## config.mk

```make
export PLATFORM = sky130hd
export DESIGN_NAME = sleep_button_ctrl
export DESIGN_NICKNAME = d
export VERILOG_FILES = /design/src/rtl/sbd_pkg.sv /design/src/rtl/sbd_sync.sv /design/src/rtl/sbd_debounce.sv /design/src/rtl/sbd_hold_timer.sv /design/src/rtl/sbd_sticky.sv /design/src/rtl/sleep_button_ctrl.sv
export SDC_FILE = /design/constraint.sdc
export NUM_CORES = 1
export LEC_CHECK = 0
export ABC_AREA = 1
export BUFFER_PORTS_ARGS = -buffer_cell sky130_fd_sc_hd__buf_4
export CORE_ASPECT_RATIO = 2
export CORE_MARGIN = 10
export CORE_UTILIZATION = 36
export CTS_BUF_LIST = sky130_fd_sc_hd__clkbuf_4 sky130_fd_sc_hd__clkbuf_8 sky130_fd_sc_hd__clkbuf_16
export DETAILED_ROUTE_END_ITERATION = 8
export PLACE_DENSITY = 0.64
export SLEW_MARGIN = 40
export SYNTH_ARGS = -nofsm -noshare
export SYNTH_HDL_FRONTEND = slang
export SYNTH_SLANG_ARGS = --single-unit
```

## constraint.sdc

```tcl
create_clock -name clk -period 2.1 [get_ports clk]
set_clock_uncertainty 0.1 [all_clocks]
set_input_delay 0.105 -clock clk [delete_from_list [all_inputs] [get_ports clk]]
set_output_delay 0.105 -clock clk [all_outputs]
set_load 0.05 [all_outputs]
```

## src/rtl/sbd_pkg.sv

```systemverilog
package sbd_pkg;
  localparam int unsigned PS_W          = 3;
  localparam logic [PS_W-1:0] PS_FULLON  = 3'd0;
  localparam logic [PS_W-1:0] PS_SOFTOFF = 3'd5;
endpackage

```

## src/rtl/sbd_sync.sv

```systemverilog
module sbd_sync #(
  parameter int unsigned STAGES  = 2,
  parameter logic        RST_VAL = 1'b1
) (
  input  logic clk,
  input  logic rst_n,
  input  logic d,
  output logic q
);
  logic [STAGES-1:0] stg_q;
  logic [STAGES-1:0] stg_d;

  always_comb begin
    stg_d = {stg_q[STAGES-2:0], d};
  end

  always_ff @(posedge clk or negedge rst_n) begin
    if (!rst_n) stg_q <= {STAGES{RST_VAL}};
    else        stg_q <= stg_d;
  end

  assign q = stg_q[STAGES-1];
endmodule

```

## src/rtl/sbd_debounce.sv

```systemverilog
module sbd_debounce #(
  parameter int unsigned DEB_TICKS = 16
) (
  input  logic clk,
  input  logic rst_n,
  input  logic tick,
  input  logic bypass,
  input  logic sample,
  output logic level,
  output logic rise
);
  localparam int unsigned CW = $clog2(DEB_TICKS + 1);
  localparam logic [CW-1:0] LAST = CW'(DEB_TICKS - 1);

  logic          lvl_q, lvl_d;
  logic [CW-1:0] cnt_q, cnt_d;

  always_comb begin
    lvl_d = lvl_q;
    cnt_d = cnt_q;
    if (bypass) begin
      lvl_d = 1'b0;
      cnt_d = '0;
    end else if (tick) begin
      if (sample == lvl_q) begin
        cnt_d = '0;
      end else if (cnt_q == LAST) begin
        lvl_d = sample;
        cnt_d = '0;
      end else begin
        cnt_d = cnt_q + 1'b1;
      end
    end
  end

  always_ff @(posedge clk or negedge rst_n) begin
    if (!rst_n) begin
      lvl_q <= 1'b0;
      cnt_q <= '0;
    end else begin
      lvl_q <= lvl_d;
      cnt_q <= cnt_d;
    end
  end

  assign level = lvl_q;
  assign rise  = lvl_d & ~lvl_q;
endmodule

```

## src/rtl/sbd_hold_timer.sv

```systemverilog
module sbd_hold_timer #(
  parameter int unsigned HOLD_TICKS = 4000
) (
  input  logic clk,
  input  logic rst_n,
  input  logic tick,
  input  logic pressed,
  input  logic inhibit,
  output logic fire
);
  localparam int unsigned CW = $clog2(HOLD_TICKS + 1);
  localparam logic [CW-1:0] LAST = CW'(HOLD_TICKS - 1);

  logic [CW-1:0] cnt_q, cnt_d;
  logic          done_q, done_d;
  logic          fire_d;

  always_comb begin
    cnt_d  = cnt_q;
    done_d = done_q;
    fire_d = 1'b0;
    if (!pressed || inhibit) begin
      cnt_d  = '0;
      done_d = 1'b0;
    end else if (tick && !done_q) begin
      if (cnt_q == LAST) begin
        fire_d = 1'b1;
        done_d = 1'b1;
        cnt_d  = '0;
      end else begin
        cnt_d = cnt_q + 1'b1;
      end
    end
  end

  always_ff @(posedge clk or negedge rst_n) begin
    if (!rst_n) begin
      cnt_q  <= '0;
      done_q <= 1'b0;
    end else begin
      cnt_q  <= cnt_d;
      done_q <= done_d;
    end
  end

  assign fire = fire_d;
endmodule

```

## src/rtl/sbd_sticky.sv

```systemverilog
module sbd_sticky (
  input  logic clk,
  input  logic rst_n,
  input  logic set,
  input  logic clr,
  output logic q
);
  logic q_q, q_d;

  always_comb begin
    q_d = (q_q & ~clr) | set;
  end

  always_ff @(posedge clk or negedge rst_n) begin
    if (!rst_n) q_q <= 1'b0;
    else        q_q <= q_d;
  end

  assign q = q_q;
endmodule

```

## src/rtl/sleep_button_ctrl.sv

```systemverilog
module sleep_button_ctrl
  import sbd_pkg::*;
#(
  parameter int unsigned DEB_TICKS  = 16,
  parameter int unsigned HOLD_TICKS = 4000,
  parameter int unsigned SYNC_STG   = 2
) (
  input  logic            clk,
  input  logic            rst_n,
  input  logic            tick_ms,
  input  logic            btn_pin_n,
  input  logic            pin_is_gpio,
  input  logic [PS_W-1:0] pwr_state,
  input  logic            sleep_clr,
  input  logic            ovr_clr,
  input  logic            ovr_release,
  input  logic            seq_pwr_on_n,
  output logic            btn_pressed,
  output logic            sleep_sts,
  output logic            ovr_sts,
  output logic            wake_req,
  output logic            pwr_on_req_n
);
  logic pin_sync_n;
  logic press_rise;
  logic hold_fire;
  logic in_softoff;
  logic force_q, force_d;

  sbd_sync #(.STAGES(SYNC_STG), .RST_VAL(1'b1)) u_sync (
    .clk   (clk),
    .rst_n (rst_n),
    .d     (btn_pin_n),
    .q     (pin_sync_n)
  );

  sbd_debounce #(.DEB_TICKS(DEB_TICKS)) u_deb (
    .clk    (clk),
    .rst_n  (rst_n),
    .tick   (tick_ms),
    .bypass (pin_is_gpio),
    .sample (~pin_sync_n),
    .level  (btn_pressed),
    .rise   (press_rise)
  );

  assign in_softoff = (pwr_state == PS_SOFTOFF);

  sbd_hold_timer #(.HOLD_TICKS(HOLD_TICKS)) u_hold (
    .clk     (clk),
    .rst_n   (rst_n),
    .tick    (tick_ms),
    .pressed (btn_pressed),
    .inhibit (in_softoff | pin_is_gpio),
    .fire    (hold_fire)
  );

  sbd_sticky u_sleep_sts (
    .clk   (clk),
    .rst_n (rst_n),
    .set   (press_rise),
    .clr   (sleep_clr),
    .q     (sleep_sts)
  );

  sbd_sticky u_ovr_sts (
    .clk   (clk),
    .rst_n (rst_n),
    .set   (hold_fire),
    .clr   (ovr_clr),
    .q     (ovr_sts)
  );

  always_comb begin
    force_d = force_q;
    if (hold_fire)        force_d = 1'b1;
    else if (ovr_release) force_d = 1'b0;
  end

  always_ff @(posedge clk or negedge rst_n) begin
    if (!rst_n) force_q <= 1'b0;
    else        force_q <= force_d;
  end

  assign pwr_on_req_n = force_q | seq_pwr_on_n;
  assign wake_req     = sleep_sts & (pwr_state != PS_FULLON);
endmodule

```

**Word level (Yosys, flattened, before mapping)**

Cells that the tools add are included.

- Flip-flop bits (word level): 24
- Input bits: 12
- Logic and storage cells: 55

- Add/subtract/negate cells: 2
- Eq/ne operators: 4
- Multiplexer cells: 19
- Bitwise operators: 12
- Reduce and logical (&&, ||, !) cells: 10

Operator list:

| cell | count |
|---|---|
| $mux 12 | 3 |
| $mux 5 | 4 |
| $add 12x1->12 const B | 1 |
| $eq 12x12->1 const B | 1 |
| $mux 1 | 12 |
| $reduce_bool 2->1 | 4 |
| $add 5x1->5 const B | 1 |
| $eq 5x4->1 const B | 1 |
| $and 1x1->1 | 4 |
| $not 1->1 | 4 |
| $or 1x1->1 | 4 |
| $eq 3x3->1 const B | 1 |
| $reduce_bool 3->1 | 1 |
| $logic_not 1->1 | 2 |
| $reduce_and 2->1 | 1 |
| $eq 1x1->1 | 1 |
| $logic_and 1x1->1 | 1 |
| $logic_or 1x1->1 | 1 |

**Logic depth before layout (Yosys ltp)**

- Word-level depth: 7
- Depth in mapped cells: 8

**Cells and area by module**

Synthesis repeated with hierarchy kept, for this count alone.

- Cells, all modules: 184
- Area, all modules: 1445.1 um2

Modules (own cells, without submodules):

| module | times used | cells each | area each (um2) |
|---|---|---|---|
| sbd_hold_timer | 1 | 112 | 884.6 |
| sbd_debounce | 1 | 47 | 350.3 |
| sbd_sticky | 2 | 5 | 40.0 |
| sleep_button_ctrl | 1 | 13 | 77.6 |
| sbd_sync | 1 | 2 | 52.6 |

**Worst setup path before layout**

OpenSTA, ideal clock, no wires.

- Kind: flip-flop to output port
- Start: reg u_sleep_sts.q_q, in the netlist u_sleep_sts.q
- End: out wake_req
- Data arrival time: 1.487 ns
- Path slack: 0.408 ns
- Stages on the path, launching flop included: 3
- Path buffers: 0
- Cell sequence: dfrtp_1 > inv_1 > a21oi_1

- Cells in the longest elaborated chain, start to end: 1

Ends and longest elaborated chain:

| item | RTL line | source |
|---|---|---|
| start: declaration | sbd_sticky.sv:8 | `logic q_q, q_d;` |
| start signal: assignment | sbd_sticky.sv:16 | `else q_q <= q_d;` |
| $and 1x1->1 | sleep_button_ctrl.sv:86 | `assign wake_req = sleep_sts & (pwr_state != PS_FULLON);` |
| end: declaration | sleep_button_ctrl.sv:21 | `output logic wake_req,` |

No other way between the ends.

**Worst setup path after layout**

- Start: reg u_hold.cnt_q[0]
- End: reg u_hold.cnt_q[11]

- Cells in the longest elaborated chain, start to end: 4
- Elaborated cells between the ends (all ways): 5

Ends and longest elaborated chain:

| item | RTL line | source |
|---|---|---|
| start: declaration | sbd_hold_timer.sv:14 | `logic [CW-1:0] cnt_q, cnt_d;` |
| start signal: assignment | sbd_hold_timer.sv:41 | `cnt_q <= cnt_d;` |
| $add 12x1->12 or $eq 12x12->1 (tied branches) | sbd_hold_timer.sv:31, sbd_hold_timer.sv:26 |  |
| $mux 12 * | sbd_hold_timer.sv:26 | `if (cnt_q == LAST) begin` |
| $mux 12 * | sbd_hold_timer.sv:25 | `end else if (tick && !done_q) begin` |
| $mux 12 * | sbd_hold_timer.sv:22 | `if (!pressed \|\| inhibit) begin` |

Mark *: on every way between the ends. The rest lies on a longest branch, timed or not. The select of a mux whose other input is x is not followed.
A chain may end at the register's enable or synchronous reset.

==> flow_metrics.env <==
export IMPL_outcome="completed"
export IMPL_post_cts_setup_buffer_count=0
export IMPL_total_of_fill_cells_in_the_finished_design=322
export IMPL_period_share=0.696
export IMPL_period_minus_slack_ns=1.46
export IMPL_crit_path_max_fanout=4
export IMPL_pin_count_of_the_biggest_net_entering_global_routing=25
export IMPL_cts_made_buffers=3
export IMPL_grt_util_all_layers=0.0983
export IMPL_fmaxAchievable_mhz=684
export IMPL_drive_gt1_frac=0.176
export IMPL_clock_root_cell="sky130_fd_sc_hd__clkbuf_8"
export IMPL_setup_tns_final_ns=0
export IMPL_start_kind="flip-flop"
export IMPL_htree_num_levels=1
export IMPL_multiInputGateArea_um2=559
export IMPL_remaining_drc_errors=0
export IMPL_cp_slowest_cell="sky130_fd_sc_hd__dfrtp_1"
export IMPL_synth_ff_latch_count=24
export IMPL_rsz0062_at_grt="no"
export IMPL_layout_area_seq_um2=603
export IMPL_tritoncts="built"
export IMPL_areaGrowthSynthToFinish_pct=19.5
export IMPL_starting_density_of_the_core=0.375
export IMPL_antenna_cells=0
export IMPL_synth_area_um2=1270
export IMPL_chipHeight_um=104
export IMPL_worst_slew_margin_rel=0.787
export IMPL_detail_route_vias_per_cell=5.07
export IMPL_hp_class="in2reg"
export IMPL_sequence_of_cells_on_the_critical_path="ha_1 > nand3_1 > inv_2 > nand3_2 > nand3_1 > inv_1 > nand2_1 > o21ai_0"
export IMPL_path_common_cell="sky130_fd_sc_hd__nand3_1"
export IMPL_worst_setup_path_type="reg2reg"
export IMPL_worst_path_largest_cell_delay_ns=0.39
export IMPL_antenna_found_initial=0
export IMPL_dp_worst_setup_slack_ns=0.646
export IMPL_report_final_hold_viol_count=0
export IMPL_num_nets_final=202
export IMPL_grt_overflow_total=0
export IMPL_worst_hold_path_num_cells=3
export IMPL_postSynthAreaPerCell_um2=7.78
export IMPL_synth_cells=163
export IMPL_route_antenna_remaining_nets=0
export IMPL_io_pin_count=17
export IMPL_die_area_um2=6440
export IMPL_critical_path_endpoint_type="flip-flop"
export IMPL_dpl_hpwl_mm=2.23
export IMPL_power_per_cell_area_nw_per_um2=535
export IMPL_die_width_um=62.0
export IMPL_wire_length_of_the_first_global_routing_pass_mm=5.00
export IMPL_cts_sink_count=24
export IMPL_mappedNetlistNets=177
export IMPL_placeableCoreArea_um2=3380
export IMPL_synth_top_cell_by_area="sky130_fd_sc_hd__dfrtp_1"
export IMPL_peakVddDrop_v=0.000428
export IMPL_maxCapViolCount=0
export IMPL_clock_path_buffers=2
export IMPL_ys_top_cells_by_area="sky130_fd_sc_hd__dfrtp_1 43%, sky130_fd_sc_hd__nand2_1 11%, sky130_fd_sc_hd__inv_1 6.5%"
export IMPL_dr_total_vias=1110
export IMPL_worst_pin_slew_ns=0.319
export IMPL_postRouteWirelength_mm=2.75
export IMPL_r2r_worst_path_cells=8
export IMPL_drt_pre_antenna_iters=4
export IMPL_port_bufs=16
export IMPL_initialDrtViolationCount=18
export IMPL_cts_repair_resized=0
export IMPL_clk_insertion_delay_late_ns=0.26
export IMPL_setup_ws_ns=0.637
export IMPL_critical_path_at_ns=1.51
export IMPL_max_transition_viols_final=0
export IMPL_routedWlPerCell_um=12.5
export IMPL_synth_yosys_warnings=0
export IMPL_synthDominantCellAreaShare=0.434
export IMPL_power_leakage_nw=0.700
export IMPL_first_global_vias=1194
export IMPL_worstPathRequired_ns=2.15
export IMPL_ys_seq_area_frac=0.476
export IMPL_rows=30
export IMPL_clk_transition_reported_paths_ns=0.08
export IMPL_setup_violations_final=0
export IMPL_place_gp_congestion=0.784
export IMPL_yosysUniqueCellTypes=24
final timing paths:
check                                startpoint               end  slack [ns]
worst min register to register  u_sync.stg_q[0]   u_sync.stg_q[1]        0.26
worst max register to register  u_hold.cnt_q[0]  u_hold.cnt_q[11]        0.64
worst max-delay path            u_hold.cnt_q[0]  u_hold.cnt_q[11]        0.64
worst min-delay path                    tick_ms    u_deb.cnt_q[1]        0.01
min in group asynchronous                 rst_n    u_deb.cnt_q[3]        0.16
max in group asynchronous                 rst_n   u_sync.stg_q[0]        1.44
timing repair:
action	in CTS	in global routing
hold buffers	5	0
endpoints found under the hold margin	28	0
endpoints found under the setup margin	0	0
metrics by stage:
step                      hold slack, ns  cells  power, mW  utilization  area [um2]
after floorplan                   -0.291    163      0.494            -        1270
after global placement           -0.0818    210      0.525        0.419        1420
after detailed placement         -0.0775    210      0.527        0.419        1420
after CTS                        0.00236    219      0.828        0.449        1520
after global routing              0.0370    219      0.845        0.449        1520
final                             0.0110    219      0.811        0.449        1520
state kept, by name, summed over array words and instances (netlist names):
register,count
u_hold.cnt_q,12
u_deb.cnt_q,5
u_sync.stg_q,2
force_q,1
u_deb.level,1
u_hold.done_q,1
u_ovr_sts.q,1
u_sleep_sts.q,1
layout by cell type (no fill, tap or decap):
cell                            instances
sky130_fd_sc_hd__nand2_1               37
sky130_fd_sc_hd__inv_1                 22
sky130_fd_sc_hd__dfrtp_1               22
sky130_fd_sc_hd__nor2_1                19
sky130_fd_sc_hd__buf_4                 16
sky130_fd_sc_hd__nand3_1               13
sky130_fd_sc_hd__o21ai_0               12
sky130_fd_sc_hd__a21oi_1               10
sky130_fd_sc_hd__dlygate4sd3_1          5
sky130_fd_sc_hd__nand4_1                4
sky130_fd_sc_hd__clkbuf_8               3
sky130_fd_sc_hd__inv_2                  2
sky130_fd_sc_hd__nor2_4                 2
sky130_fd_sc_hd__nand3_2                2
sky130_fd_sc_hd__nand2_2                2
sky130_fd_sc_hd__o21ai_1                2
sky130_fd_sc_hd__xor2_1                 2
sky130_fd_sc_hd__ha_1                   2
sky130_fd_sc_hd__dfstp_2                2
sky130_fd_sc_hd__or2_2                  1
sky130_fd_sc_hd__clkinv_1               1
sky130_fd_sc_hd__nor2_2                 1
sky130_fd_sc_hd__nand3b_1               1
sky130_fd_sc_hd__nor3_1                 1
sky130_fd_sc_hd__nor3_2                 1
sky130_fd_sc_hd__o22ai_1                1
sky130_fd_sc_hd__clkbuf_4               1
Yosys cell counts, drive strengths merged:
cell,instances
nand2,39
inv,24
dfrtp,22
nor2,22
nand3,15
o21ai,14
a21oi,10
nand4,4
dfstp,2
ha,2
nor3,2
xor2,2
buf,1
clkinv,1
nand3b,1
o22ai,1
or2,1
where the power goes:
part	total (mW)	switching, mW	leakage (nW)	internal, mW
clock	0.286	0.138	0.0262	0.148
sequential	0.470	0.00277	0.328	0.467
combinational	0.0548	0.0295	0.346	0.0253
total	0.811	0.170	0.700	0.641
critical path, delay by kind of cell, from the launching register on:
kind                     cells  cell delay, ns
AND/OR/NAND/NOR              4            0.42
flip-flops                   1            0.39
adder cells (fa/ha/maj)      1            0.20
buffers and inverters        2            0.18
AO/OA/AOI/OAI                1            0.06
layer usage:
| layer | global-route usage | wire length [um] | part of all wire |
|---|---|---|---|
| met1 | 0.0995 | 1030 | 0.38 |
| met2 | 0.177 | 1580 | 0.57 |
| met3 | 0.0159 | 67 | 0.024 |
| met4 | 0.0482 | 68 | 0.025 |
| met5 | 0 | 0 | 0 |
cell type report:
class / instances / share of cell area
Timing Repair Buffer: 21 / 0.112
Tap cell: 32 / 0.0264
Sequential cell: 24 / 0.398
Clock buffer: 4 / 0.0322
Multi-Input combinational cell: 113 / 0.369
Inverter: 25 / 0.0619
kinds of logic after synthesis:
logic type	count (synthesis)	synth area share
buf+inv	26	0.0829
fa+ha+maj	2	0.0197
simple gates	84	0.308
compound gates	25	0.0997
flops	24	0.476
xor+xnor	2	0.0138
Note: power is estimated with default switching activity, not from simulation.
